### src/rtl/fm_pacer_pkg.sv
package fm_pacer_pkg;

   typedef enum logic [2:0] {
      PH_IDLE,
      PH_SETUP,
      PH_STROBE,
      PH_HOLD,
      PH_SETTLE
   } phase_e;

   localparam int SLOT_IDX  = 0;
   localparam int SLOT_DAT  = 1;
   localparam int NUM_SLOTS = 2;

   // bits needed to hold the value (n - 1)
   function automatic int cnt_bits(input int n);
      return (n < 3) ? 1 : $clog2(n);
   endfunction

   function automatic int max3(input int a, input int b, input int c);
      int m;
      m = (a > b) ? a : b;
      return (m > c) ? m : c;
   endfunction

endpackage

### src/rtl/fm_pacer_slots.sv
module fm_pacer_slots #(
   parameter int DW = 8,
   parameter int NS = 2
) (
   input  logic             clk,
   input  logic             rst_n,
   input  logic [NS-1:0]    wr,
   input  logic [DW-1:0]    din,
   input  logic [NS-1:0]    take,
   output logic [NS-1:0]    valid,
   output logic [NS*DW-1:0] bytes
);

   for (genvar s = 0; s < NS; s++) begin : g_slot
      logic          v_q;
      logic [DW-1:0] b_q;

      always_ff @(posedge clk or negedge rst_n) begin
         if (!rst_n) begin
            v_q <= 1'b0;
            b_q <= '0;
         end else if (wr[s]) begin
            v_q <= 1'b1;
            b_q <= din;
         end else if (take[s]) begin
            v_q <= 1'b0;
         end
      end

      assign valid[s]           = v_q;
      assign bytes[s*DW +: DW]  = b_q;

      AST_TAKE_ONLY_FULL: assert property (@(posedge clk) disable iff (!rst_n)
         take[s] |-> v_q);
   end

endmodule

### src/rtl/fm_pacer_timer.sv
module fm_pacer_timer #(
   parameter int CW = 4
) (
   input  logic          clk,
   input  logic          rst_n,
   input  logic          load,
   input  logic [CW-1:0] load_val,
   output logic          zero
);

   logic [CW-1:0] cnt_q;

   always_ff @(posedge clk or negedge rst_n) begin
      if (!rst_n)              cnt_q <= '0;
      else if (load)           cnt_q <= load_val;
      else if (cnt_q != '0)    cnt_q <= cnt_q - 1'b1;
   end

   assign zero = (cnt_q == '0);

endmodule

### src/rtl/fm_pacer_seq.sv
module fm_pacer_seq
   import fm_pacer_pkg::*;
#(
   parameter int DW         = 8,
   parameter int STROBE_CYC = 4,
   parameter int IDX_CYC    = 500,
   parameter int DAT_CYC    = 3500,
   parameter int CW         = 12
) (
   input  logic            clk,
   input  logic            rst_n,
   input  logic [1:0]      slot_v,
   input  logic [2*DW-1:0] slot_b,
   input  logic            rd_req,
   input  logic [DW-1:0]   fm_rdata,
   output logic [1:0]      take,
   output logic            busy_wr,
   output logic            fm_a0,
   output logic            fm_cs_n,
   output logic            fm_we_n,
   output logic            fm_rd_n,
   output logic [DW-1:0]   fm_wdata,
   output logic [DW-1:0]   stat_q,
   output logic            stat_vld
);

   localparam logic [CW-1:0] LD_STB = CW'(STROBE_CYC - 1);
   localparam logic [CW-1:0] LD_IDX = CW'(IDX_CYC - 1);
   localparam logic [CW-1:0] LD_DAT = CW'(DAT_CYC - 1);

   phase_e        phase_q;
   logic          op_wr_q;
   logic          a0_q;
   logic [DW-1:0] d_q;
   logic          rd_pend_q;
   logic          idle;
   logic          rd_take;
   logic          t_load;
   logic [CW-1:0] t_val;
   logic          t_zero;

   assign idle    = (phase_q == PH_IDLE);
   assign take[SLOT_IDX] = idle & slot_v[SLOT_IDX];
   assign take[SLOT_DAT] = idle & ~slot_v[SLOT_IDX] & slot_v[SLOT_DAT];
   assign rd_take = idle & ~(|slot_v) & rd_pend_q;

   always_ff @(posedge clk or negedge rst_n) begin
      if (!rst_n)        rd_pend_q <= 1'b0;
      else if (rd_req)   rd_pend_q <= 1'b1;
      else if (rd_take)  rd_pend_q <= 1'b0;
   end

   assign t_load = (phase_q == PH_SETUP) | ((phase_q == PH_HOLD) & op_wr_q);
   assign t_val  = (phase_q == PH_SETUP) ? LD_STB : (a0_q ? LD_DAT : LD_IDX);

   fm_pacer_timer #(.CW(CW)) i_timer (
      .clk      (clk),
      .rst_n    (rst_n),
      .load     (t_load),
      .load_val (t_val),
      .zero     (t_zero)
   );

   always_ff @(posedge clk or negedge rst_n) begin
      if (!rst_n) begin
         phase_q <= PH_IDLE;
         op_wr_q <= 1'b0;
         a0_q    <= 1'b0;
         d_q     <= '0;
         stat_q  <= '0;
      end else begin
         unique case (phase_q)
            PH_IDLE: begin
               if (|take) begin
                  phase_q <= PH_SETUP;
                  op_wr_q <= 1'b1;
                  a0_q    <= take[SLOT_DAT];
                  d_q     <= take[SLOT_DAT] ? slot_b[SLOT_DAT*DW +: DW]
                                            : slot_b[SLOT_IDX*DW +: DW];
               end else if (rd_take) begin
                  phase_q <= PH_SETUP;
                  op_wr_q <= 1'b0;
                  a0_q    <= 1'b0;
               end
            end
            PH_SETUP:  phase_q <= PH_STROBE;
            PH_STROBE: begin
               if (t_zero) begin
                  if (!op_wr_q) stat_q <= fm_rdata;
                  phase_q <= PH_HOLD;
               end
            end
            PH_HOLD:   phase_q <= op_wr_q ? PH_SETTLE : PH_IDLE;
            PH_SETTLE: if (t_zero) phase_q <= PH_IDLE;
            default:   phase_q <= PH_IDLE;
         endcase
      end
   end

   assign fm_cs_n  = ~((phase_q == PH_SETUP) | (phase_q == PH_STROBE) | (phase_q == PH_HOLD));
   assign fm_we_n  = ~((phase_q == PH_STROBE) & op_wr_q);
   assign fm_rd_n  = ~((phase_q == PH_STROBE) & ~op_wr_q);
   assign fm_a0    = a0_q;
   assign fm_wdata = d_q;
   assign stat_vld = (phase_q == PH_HOLD) & ~op_wr_q;
   assign busy_wr  = op_wr_q & ~idle;

   AST_STROBE_IN_CS: assert property (@(posedge clk) disable iff (!rst_n)
      (!fm_we_n || !fm_rd_n) |-> !fm_cs_n);
   AST_BUS_STABLE: assert property (@(posedge clk) disable iff (!rst_n)
      (!fm_cs_n && !$past(fm_cs_n)) |-> ($stable(fm_a0) && $stable(fm_wdata)));
   AST_WE_RD_EXCL: assert property (@(posedge clk) disable iff (!rst_n)
      !fm_we_n |-> fm_rd_n);
   AST_VLD_AFTER_RD: assert property (@(posedge clk) disable iff (!rst_n)
      stat_vld |-> !$past(fm_rd_n));

endmodule

### src/rtl/fm_write_pacer.sv
module fm_write_pacer
   import fm_pacer_pkg::*;
#(
   parameter int DW            = 8,
   parameter int CLK_MHZ       = 100,
   parameter int IDX_SETTLE_US = 5,
   parameter int DAT_SETTLE_US = 35,
   parameter int STROBE_CYC    = 4
) (
   input  logic          clk,
   input  logic          rst_n,
   input  logic          host_idx_wr,
   input  logic          host_dat_wr,
   input  logic          host_stat_rd,
   input  logic [DW-1:0] host_din,
   output logic          host_wait,
   output logic [DW-1:0] host_stat,
   output logic          host_stat_vld,
   output logic          fm_a0,
   output logic          fm_cs_n,
   output logic          fm_we_n,
   output logic          fm_rd_n,
   output logic [DW-1:0] fm_wdata,
   input  logic [DW-1:0] fm_rdata
);

   localparam int IDX_CYC = CLK_MHZ * IDX_SETTLE_US;
   localparam int DAT_CYC = CLK_MHZ * DAT_SETTLE_US;
   localparam int CW      = cnt_bits(max3(STROBE_CYC, IDX_CYC, DAT_CYC));
   localparam int GW      = $clog2(max3(IDX_CYC, DAT_CYC, 1) + 8);

   if (DW < 1) begin : g_bad_dw
      $error("fm_write_pacer: DW must be at least 1");
   end
   if (STROBE_CYC < 1) begin : g_bad_strobe
      $error("fm_write_pacer: STROBE_CYC must be at least 1");
   end
   if (IDX_CYC < 1 || DAT_CYC < 1) begin : g_bad_settle
      $error("fm_write_pacer: settle times must give at least one clock");
   end

   logic [NUM_SLOTS-1:0]    slot_v;
   logic [NUM_SLOTS*DW-1:0] slot_b;
   logic [NUM_SLOTS-1:0]    take;
   logic                    busy_wr;

   fm_pacer_slots #(.DW(DW), .NS(NUM_SLOTS)) i_slots (
      .clk   (clk),
      .rst_n (rst_n),
      .wr    ({host_dat_wr, host_idx_wr}),
      .din   (host_din),
      .take  (take),
      .valid (slot_v),
      .bytes (slot_b)
   );

   fm_pacer_seq #(
      .DW(DW), .STROBE_CYC(STROBE_CYC), .IDX_CYC(IDX_CYC),
      .DAT_CYC(DAT_CYC), .CW(CW)
   ) i_seq (
      .clk      (clk),
      .rst_n    (rst_n),
      .slot_v   (slot_v),
      .slot_b   (slot_b),
      .rd_req   (host_stat_rd),
      .fm_rdata (fm_rdata),
      .take     (take),
      .busy_wr  (busy_wr),
      .fm_a0    (fm_a0),
      .fm_cs_n  (fm_cs_n),
      .fm_we_n  (fm_we_n),
      .fm_rd_n  (fm_rd_n),
      .fm_wdata (fm_wdata),
      .stat_q   (host_stat),
      .stat_vld (host_stat_vld)
   );

   assign host_wait = (|slot_v) | busy_wr;

   // settle-gap watch: clocks since the last write strobe ended
   logic [GW-1:0] gap_q;
   logic          gap_a0_q;
   logic          seen_wr_q;
   logic          cs_prev_q;
   logic [GW-1:0] gap_need;

   always_ff @(posedge clk or negedge rst_n) begin
      if (!rst_n) begin
         gap_q     <= '0;
         gap_a0_q  <= 1'b0;
         seen_wr_q <= 1'b0;
         cs_prev_q <= 1'b1;
      end else begin
         cs_prev_q <= fm_cs_n;
         if (!fm_we_n) begin
            gap_q     <= '0;
            gap_a0_q  <= fm_a0;
            seen_wr_q <= 1'b1;
         end else if (gap_q != '1) begin
            gap_q <= gap_q + 1'b1;
         end
      end
   end

   assign gap_need = gap_a0_q ? GW'(DAT_CYC + 1) : GW'(IDX_CYC + 1);

   AST_SETTLE_GAP: assert property (@(posedge clk) disable iff (!rst_n)
      (!fm_cs_n && cs_prev_q && seen_wr_q) |-> (gap_q >= gap_need));
   AST_WAIT_ON_WRITE: assert property (@(posedge clk) disable iff (!rst_n)
      !fm_we_n |-> host_wait);
   AST_WAIT_AFTER_IDX: assert property (@(posedge clk) disable iff (!rst_n)
      host_idx_wr |=> host_wait);

endmodule

### config.mk
export PLATFORM = sky130hd
export DESIGN_NAME = fm_write_pacer
export DESIGN_NICKNAME = d
export VERILOG_FILES = /design/src/rtl/fm_pacer_pkg.sv /design/src/rtl/fm_pacer_slots.sv /design/src/rtl/fm_pacer_timer.sv /design/src/rtl/fm_pacer_seq.sv /design/src/rtl/fm_write_pacer.sv
export SDC_FILE = /design/constraint.sdc
export NUM_CORES = 1
export LEC_CHECK = 0
export ABC_AREA = 1
export BUFFER_PORTS_ARGS = -buffer_cell sky130_fd_sc_hd__buf_2
export CORE_MARGIN = 2
export CORE_UTILIZATION = 38
export CTS_CLUSTER_SIZE = 10
export DETAILED_ROUTE_END_ITERATION = 16
export PLACE_DENSITY_LB_ADDON = 0.2
export SETUP_SLACK_MARGIN = 0.02
export SLEW_MARGIN = 15
export SYNTH_ARGS = -nofsm -noshare
export SYNTH_HDL_FRONTEND = slang
export SYNTH_HIERARCHICAL = 1
export SYNTH_SLANG_ARGS = --single-unit
### constraint.sdc
create_clock -name clk -period 5.4 [get_ports clk]
set_clock_uncertainty 0.2 [all_clocks]
set_input_delay 0.27 -clock clk [delete_from_list [all_inputs] [get_ports clk]]
set_output_delay 0.27 -clock clk [all_outputs]
set_load 0.05 [all_outputs]
==> results of run 1 <==
==> synthesized netlist by cell type <==
library cell,number
nor3_2,1
dfrtp_1,52
inv_2,6
buf_6,3
nand2_2,5
buf_2,1
ha_1,2
o21bai_1,3
o21ai_1,2
nand3_2,1
nand3_4,1
buf_4,2
a21oi_1,1
or2_1,1
nand4_2,1
xor2_1,3
nor2_2,4
a21oi_4,1
a21oi_2,1
nand3_1,16
nor3_1,2
nand2_1,139
nor2_4,6
o21ai_0,11
conb_1,2
o21ai_2,8
nand4_1,3
o22ai_1,1
nor2_1,25
o31ai_1,1
inv_1,48
==> worst min path at each step <==
| stage | depth (start not counted) | slack (ns) | to |
|---|---|---|---|
| final | 3 | 0.006 | i_seq/stat_q[3]$_DFFE_PN0P_ |
| after global routing | 3 | 0.003 | i_seq/stat_q[2]$_DFFE_PN0P_ |
| after CTS | 3 | 0.0009 | i_seq/stat_q[3]$_DFFE_PN0P_ |
| after detailed placement | 2 | 0.24 | i_slots/g_slot[0].b_q[4]$_DFFE_PN0P_ |
| after global placement | 2 | 0.24 | i_slots/g_slot[0].b_q[4]$_DFFE_PN0P_ |
| after floorplan | 0 | -0.23 | i_seq/fm_a0$_DFFE_PN0P_ |
==> state kept, by name (all words and copies together) (netlist names) <==
signal,cells
i_slots/g_slot.b_q,16
i_seq/fm_wdata,8
i_slots/g_slot.v_q,2
i_seq/op_wr_q,1
i_seq/stat_q,8
i_seq/fm_a0,1
i_seq/i_timer/cnt_q,12
i_seq/phase_q,3
i_seq/rd_pend_q,1
==> tightest hold or removal path, cell delays in order <==
cell and delay (ns):
buf_2 0.09, inv_1 0.06, o21ai_2 0.05
==> kinds of logic after synthesis <==
logic type | count (synthesis)
xor gates and xnor gates | 3
adders and majority gates | 2
AOI/OAI and AO/OA | 29
other | 2
DFF | 52
and+or+nand+nor | 205
buffers and inverters | 60
==> through the flow <==
| step | power (W) | hold WS [ns] | std cells | util [%] | cell area (um^2) |
|---|---|---|---|---|---|
| final | 0.00156 | 0.00646 | 512 | 47.5 | 3270 |
| after global routing | 0.00170 | 0.00313 | 512 | 47.5 | 3270 |
| after detailed placement | 0.00134 | 0.244 | 488 | 43.9 | 3010 |
| after global placement | 0.00133 | 0.236 | 488 | 43.9 | 3010 |
| after floorplan | 0.00116 | -0.226 | 355 | - | 2730 |
| after CTS | 0.00158 | 0.000913 | 511 | 47.4 | 3260 |
==> repair_timing <==
action / CTS / global route
hold buffers: 15 / 1
endpoints found under the hold margin: 74 / 1
setup endpoints to repair: 0 / 0
==> cell usage in the layout, fill, tap and decap left out, drive strengths merged <==
cell,n
nand3,18
or2,1
o22ai,1
conb,4
clkinv,2
nor2,35
nor3,3
ha,2
dlygate4sd3,16
a21oi,3
inv,55
o21bai,3
o21ai,21
dfrtp,52
o31ai,1
xor2,3
nand2,144
clkbuf,5
buf,43
nand4,4
==> power breakdown <==
part | total [W] | internal, W | switching [W]
clock | 0.000228 | 0.0000932 | 0.000135
sequential | 0.000582 | 0.000493 | 0.0000897
combinational | 0.000746 | 0.000215 | 0.000531
==> metal layers <==
metal	GRT usage (%)	share of wire, %
met1	20.9	45
met2	26.6	49
met3	3.64	4.2
met4	5.23	1.5
met5	0	0
==> layout make-up <==
cell class,count,area [um^2]
timing repair buffer,59,378
clock buffer,5,68.8
sequential,52,1300
fill,693,3600
tap,96,120
multi-input combinational,243,1170
inverter,54,203
clock inverter,3,22.5
==> results.toml, run 1 <==
[die]
initial_core_util_pct = 39.6
pin_count = 43
die_area_um2 = 7860
fp.coreArea_um2 = 6870
rows = 30
die_y_um = 88.6
die_w_um = 88.6

[power_and_ir_drop]
p_leak_nw = 1.75
ir_drop_v = 0.000190
powerDensity_nw_per_um2 = 477

[place]
dp_slack_ns = 3.24
gp_congestion = 0.888
io_buffer_count = 42
dp_hpwl_um = 4120

[synth]
seq_area_frac_synth_pct = 47.8
synth_compound_area_share_pct = 7.40
synth_area_um2 = 2720
synthTopCellsByArea = "dfrtp_1 (48%), nand2_1 (19%), inv_1 (6.6%), nor2_1 (3.4%), nand3_1 (2.9%)"
synthXorXnorAreaFrac_pct = 0.965
avgSynthCellArea_um2 = 7.71
synth_top_family_by_area = "simple AND/OR/NAND/NOR gates"
syn_inst = 353
muxShareOfSynthArea_pct = 0
synth-seq-cells = 52
synth_simple_gate_area_share_pct = 33.2
synth_top_area_cell = "dfrtp_1"
synth.top_cell.area_share_pct = 47.8
ys_warn_count = 6
synthDistinctLibCells = 31
synthAdderAreaFrac_pct = 0.919

[worst_setup_path]
cp_common_cell = "nand2_1"
path_delay_family = "simple AND/OR/NAND/NOR gates"
slowest_stage = "dfrtp_1"
setup.worst_path.class = "reg -> reg"
crit_path_end_kind = "flop"
rrSetupSlack_ns = 3.23
r2r_start = "i_seq/phase_q[2]$_DFFE_PN0P_"
reg2reg_depth = 9
critPathLaunchType = "flop"
rr_endpoint = "i_seq/i_timer/cnt_q[6]$_DFFE_PN0P_"
crit_end = "i_seq/i_timer/cnt_q[6]$_DFFE_PN0P_"
cp_max_fo = 16
crit_chain = "inv_2 -> nand2_1 -> nor2_1 -> inv_1 -> nand2_1 -> inv_1 -> or2_1 -> nand2_1 -> nor2_1"
crit_start = "i_seq/phase_q[2]$_DFFE_PN0P_"
path_depth = 9
crit_arrival_ns = 2.17
crit_buf_inv = 3
slowest_delay_ns = 0.43
worstPathRequired_ns = 5.40

[run_status]
outcome = "finished, final reports clean"

[routing]
vias_per_cell = 4.54
drt-initial-drc-count = 87
wl_per_cell_um = 11.1
firstDrtPassIters = 4
routed_wl_um = 5680
drc = 0
routed-via-count = 2325
drtAntennaViolNets = 0

[sta]
setup_viol = 0
period_share_pct = 40.1
worst_pin_slew_ns = 0.662
maxSlewHeadroom_pct = 55.9
max_freq_ghz = 0.461
slew_violations = 0
finalHoldViolCount = 0
setup_ws_ns = 3.23
period_minus_slack_ns = 2.17
setup_tns_ns = 0
rsz0062_at_grt = "false"

[clock_network]
cts_sinks = 52
post_cts_resized = 0
cts_tree = "done"
numCtsBuffers = 5
clk_latency_ns = 0.31
clkSlewWorstSetupHoldPaths_ns = 0.10
cts_buffer_depth = 2
post-cts-setup-buffers = 0
htree_levels = 2
cts-root-buf = "clkbuf_8"

[finish]
syn_to_final_growth_pct = 19.9
final_nets = 438
num_antenna_cells = 0
drive_gt1_share_pct = 20.7

[global_route]
grt_usage_pct = 16.1
grt_pass1_vias = 2086
gr-total-overflow = 0
grt_max_degree = 53
antenna_found_initial = 0
grt_pass1_wl_um = 9780

[min_path]
hold_path.class = "in -> reg"
min-delay-start = "fm_rdata[3]"

[flow_run]
cap_violations = 0
Note: power is estimated with default switching activity, not from simulation.
==> run 2: changes to the inputs <==
- clock period: 5.4 -> 1.83 ns (I/O delays scaled with it)
==> run 2 against run 1 <==
Net effect:
- global-route usage rose by 0.56 points
- flip-flop and latch count unchanged
- wire length grew 6.4%
- register-to-register slack worse by 3.1 ns
- non-clock buffer count increased by 19
- highest routed layer unchanged
==> results.toml, run 2 (synthesis gave the netlist of run 1 again) <==
[run_status]
outcome = "finished, final reports clean"

[global_route]
antenna_found_initial = 0
grt_pass1_vias = 2297
grt_busiest_layer = "met2"
grt_pass1_wl_um = 10200
grt_use_met3_pct = 2.24
grt_max_degree = 27
use_met1_pct = 20.7
grt_usage_pct = 16.6
grt.met2_usage_pct = 29.7
gr-total-overflow = 0

[finish]
num_antenna_cells = 0
reg.largest.list = "i_slots/g_slot.b_q x16, i_seq/i_timer/cnt_q x12"
syn_to_final_growth_pct = 30.1
final_cell_mix = "nand2_1 (139), dfrtp_1 (51), inv_1 (47)"
largest_register_ffs = 16
drive_gt1_share_pct = 24.1
top_register = "i_slots/g_slot.b_q"
final_nets = 458
final_common_cell = "nand2_1"

[worst_setup_path]
crit_path_end_kind = "primary output"
setup.worst_path.class = "reg -> out"
crit_arrival_ns = 1.41
cp_max_fo = 6
rrSetupSlack_ns = 0.15
worstPathRequired_ns = 1.54
critPathLaunchType = "flop"
reg2reg_depth = 8

[die]
rows = 30
pin_count = 43
initial_core_util_pct = 39.6
die_area_um2 = 7860
die_w_um = 88.6
die_y_um = 88.6
fp.coreArea_um2 = 6870

[min_path]
hold_path.class = "in -> async"

[clock_network]
cts_buffer_depth = 2
cts-root-buf = "clkbuf_8"
htree_levels = 2
cts_sinks = 52
clkSlewWorstSetupHoldPaths_ns = 0.10
numCtsBuffers = 5
clk_latency_ns = 0.31
cts_tree = "done"

[place]
io_buffer_count = 42
dp_hpwl_um = 4250
dp_slack_ns = 0.0707
gp_congestion = 0.832

[power_and_ir_drop]
ir_drop_v = 0.000756
p_int_w = 0.00282
swShare_pct = 45.1
switchingPower_w = 0.00232
p_leak_nw = 1.87
power.share.clock_pct = 18.6
p_comb_share_pct = 48.2
powerDensity_nw_per_um2 = 1450
p_total_w = 0.00514
seq_power_share_pct = 33.2

[routing]
routed_wl_um = 6050
drt-initial-drc-count = 74
drc = 0
vias_per_cell = 4.39
drtAntennaViolNets = 0
routed-via-count = 2335
firstDrtPassIters = 4
wl_per_cell_um = 11.4

[sta]
slew_violations = 0
max_freq_ghz = 0.589
period_share_pct = 92.8
setup_viol = 0
rsz0062_at_grt = "true"
finalHoldViolCount = 0
period_minus_slack_ns = 1.70
setup_ws_ns = 0.131
setup_tns_ns = 0

[flow_run]
cap_violations = 0
run 2: cell count changes in the layout (fill, tap and decap cells not counted), sizes merged:
| cell | before | now |
|---|---|---|
| buf | 43 | 55 |
| dlygate4sd3 | 16 | 23 |
| bufinv | 0 | 2 |
| clkinv | 2 | 0 |
| nand3 | 18 | 19 |
run 2: repair_timing:
item	4_1_cts	5_1_grt
endpoints found under the setup margin	0	16
hold buffers	23	0
resized for setup	0	15
setup buffers	0	1
endpoints found under the hold margin	77	0
run 2: layout make-up:
| type | count | area, um^2 |
|---|---|---|
| clock buffer | 5 | 68.8 |
| clock inverter | 3 | 68.8 |
| fill | 680 | 3330 |
| inverter | 54 | 205 |
| multi-input combinational | 244 | 1210 |
| sequential | 52 | 1300 |
| tap | 96 | 120 |
| timing repair buffer | 78 | 566 |
run 2: power by group through the flow:
stage               Combinational, W  Sequential (W)  Clock (W)
floorplan                    0.00144         0.00199          0
global placement             0.00238         0.00172          0
detailed placement           0.00238         0.00172          0
CTS                          0.00244         0.00170   0.000976
global route                 0.00277         0.00175    0.00102
finish                       0.00248         0.00171   0.000954
run 2: worst paths after layout:
kind,start,endpoint
max,i_seq/phase_q[2]$_DFFE_PN0P_,fm_rd_n
min,rst_n,i_seq/i_timer/cnt_q[2]$_DFFE_PN0P_
max reg2reg,i_seq/i_timer/cnt_q[1]$_DFFE_PN0P_,i_seq/stat_q[7]$_DFFE_PN0P_
min reg2reg,i_slots/g_slot[0].b_q[7]$_DFFE_PN0P_,i_slots/g_slot[0].b_q[7]$_DFFE_PN0P_
max in group asynchronous,rst_n,i_seq/phase_q[0]$_DFFE_PN0P_
min in group clk,i_slots/g_slot[0].b_q[7]$_DFFE_PN0P_,i_slots/g_slot[0].b_q[7]$_DFFE_PN0P_
run 2: worst max-delay path: stages, from the launching register on:
cell and delay [ns]:
dfrtp_1 0.43, inv_2 0.12, nand2_2 0.10, nor2_4 0.18
nand2_1 0.08, buf_4 0.20
run 2: per-stage QoR:
step           util [%]  area (um^2)  hold WS (ns)  cells
2_1_floorplan         -         2740        -0.404    355
3_3_place_gp       45.4         3120        -0.169    499
3_5_place_dp       45.4         3120        -0.166    499
4_1_cts            50.8         3490        0.0380    530
5_1_grt            51.5         3540        0.0505    532
6_report           51.5         3540        0.0177    532
run 2: metal layers:
layer  part of all wire, %  routed length [um]
met1                    46                2760
met2                    51                3060
met3                   2.3                 142
met4                   1.3                  77
met5                     0                   0
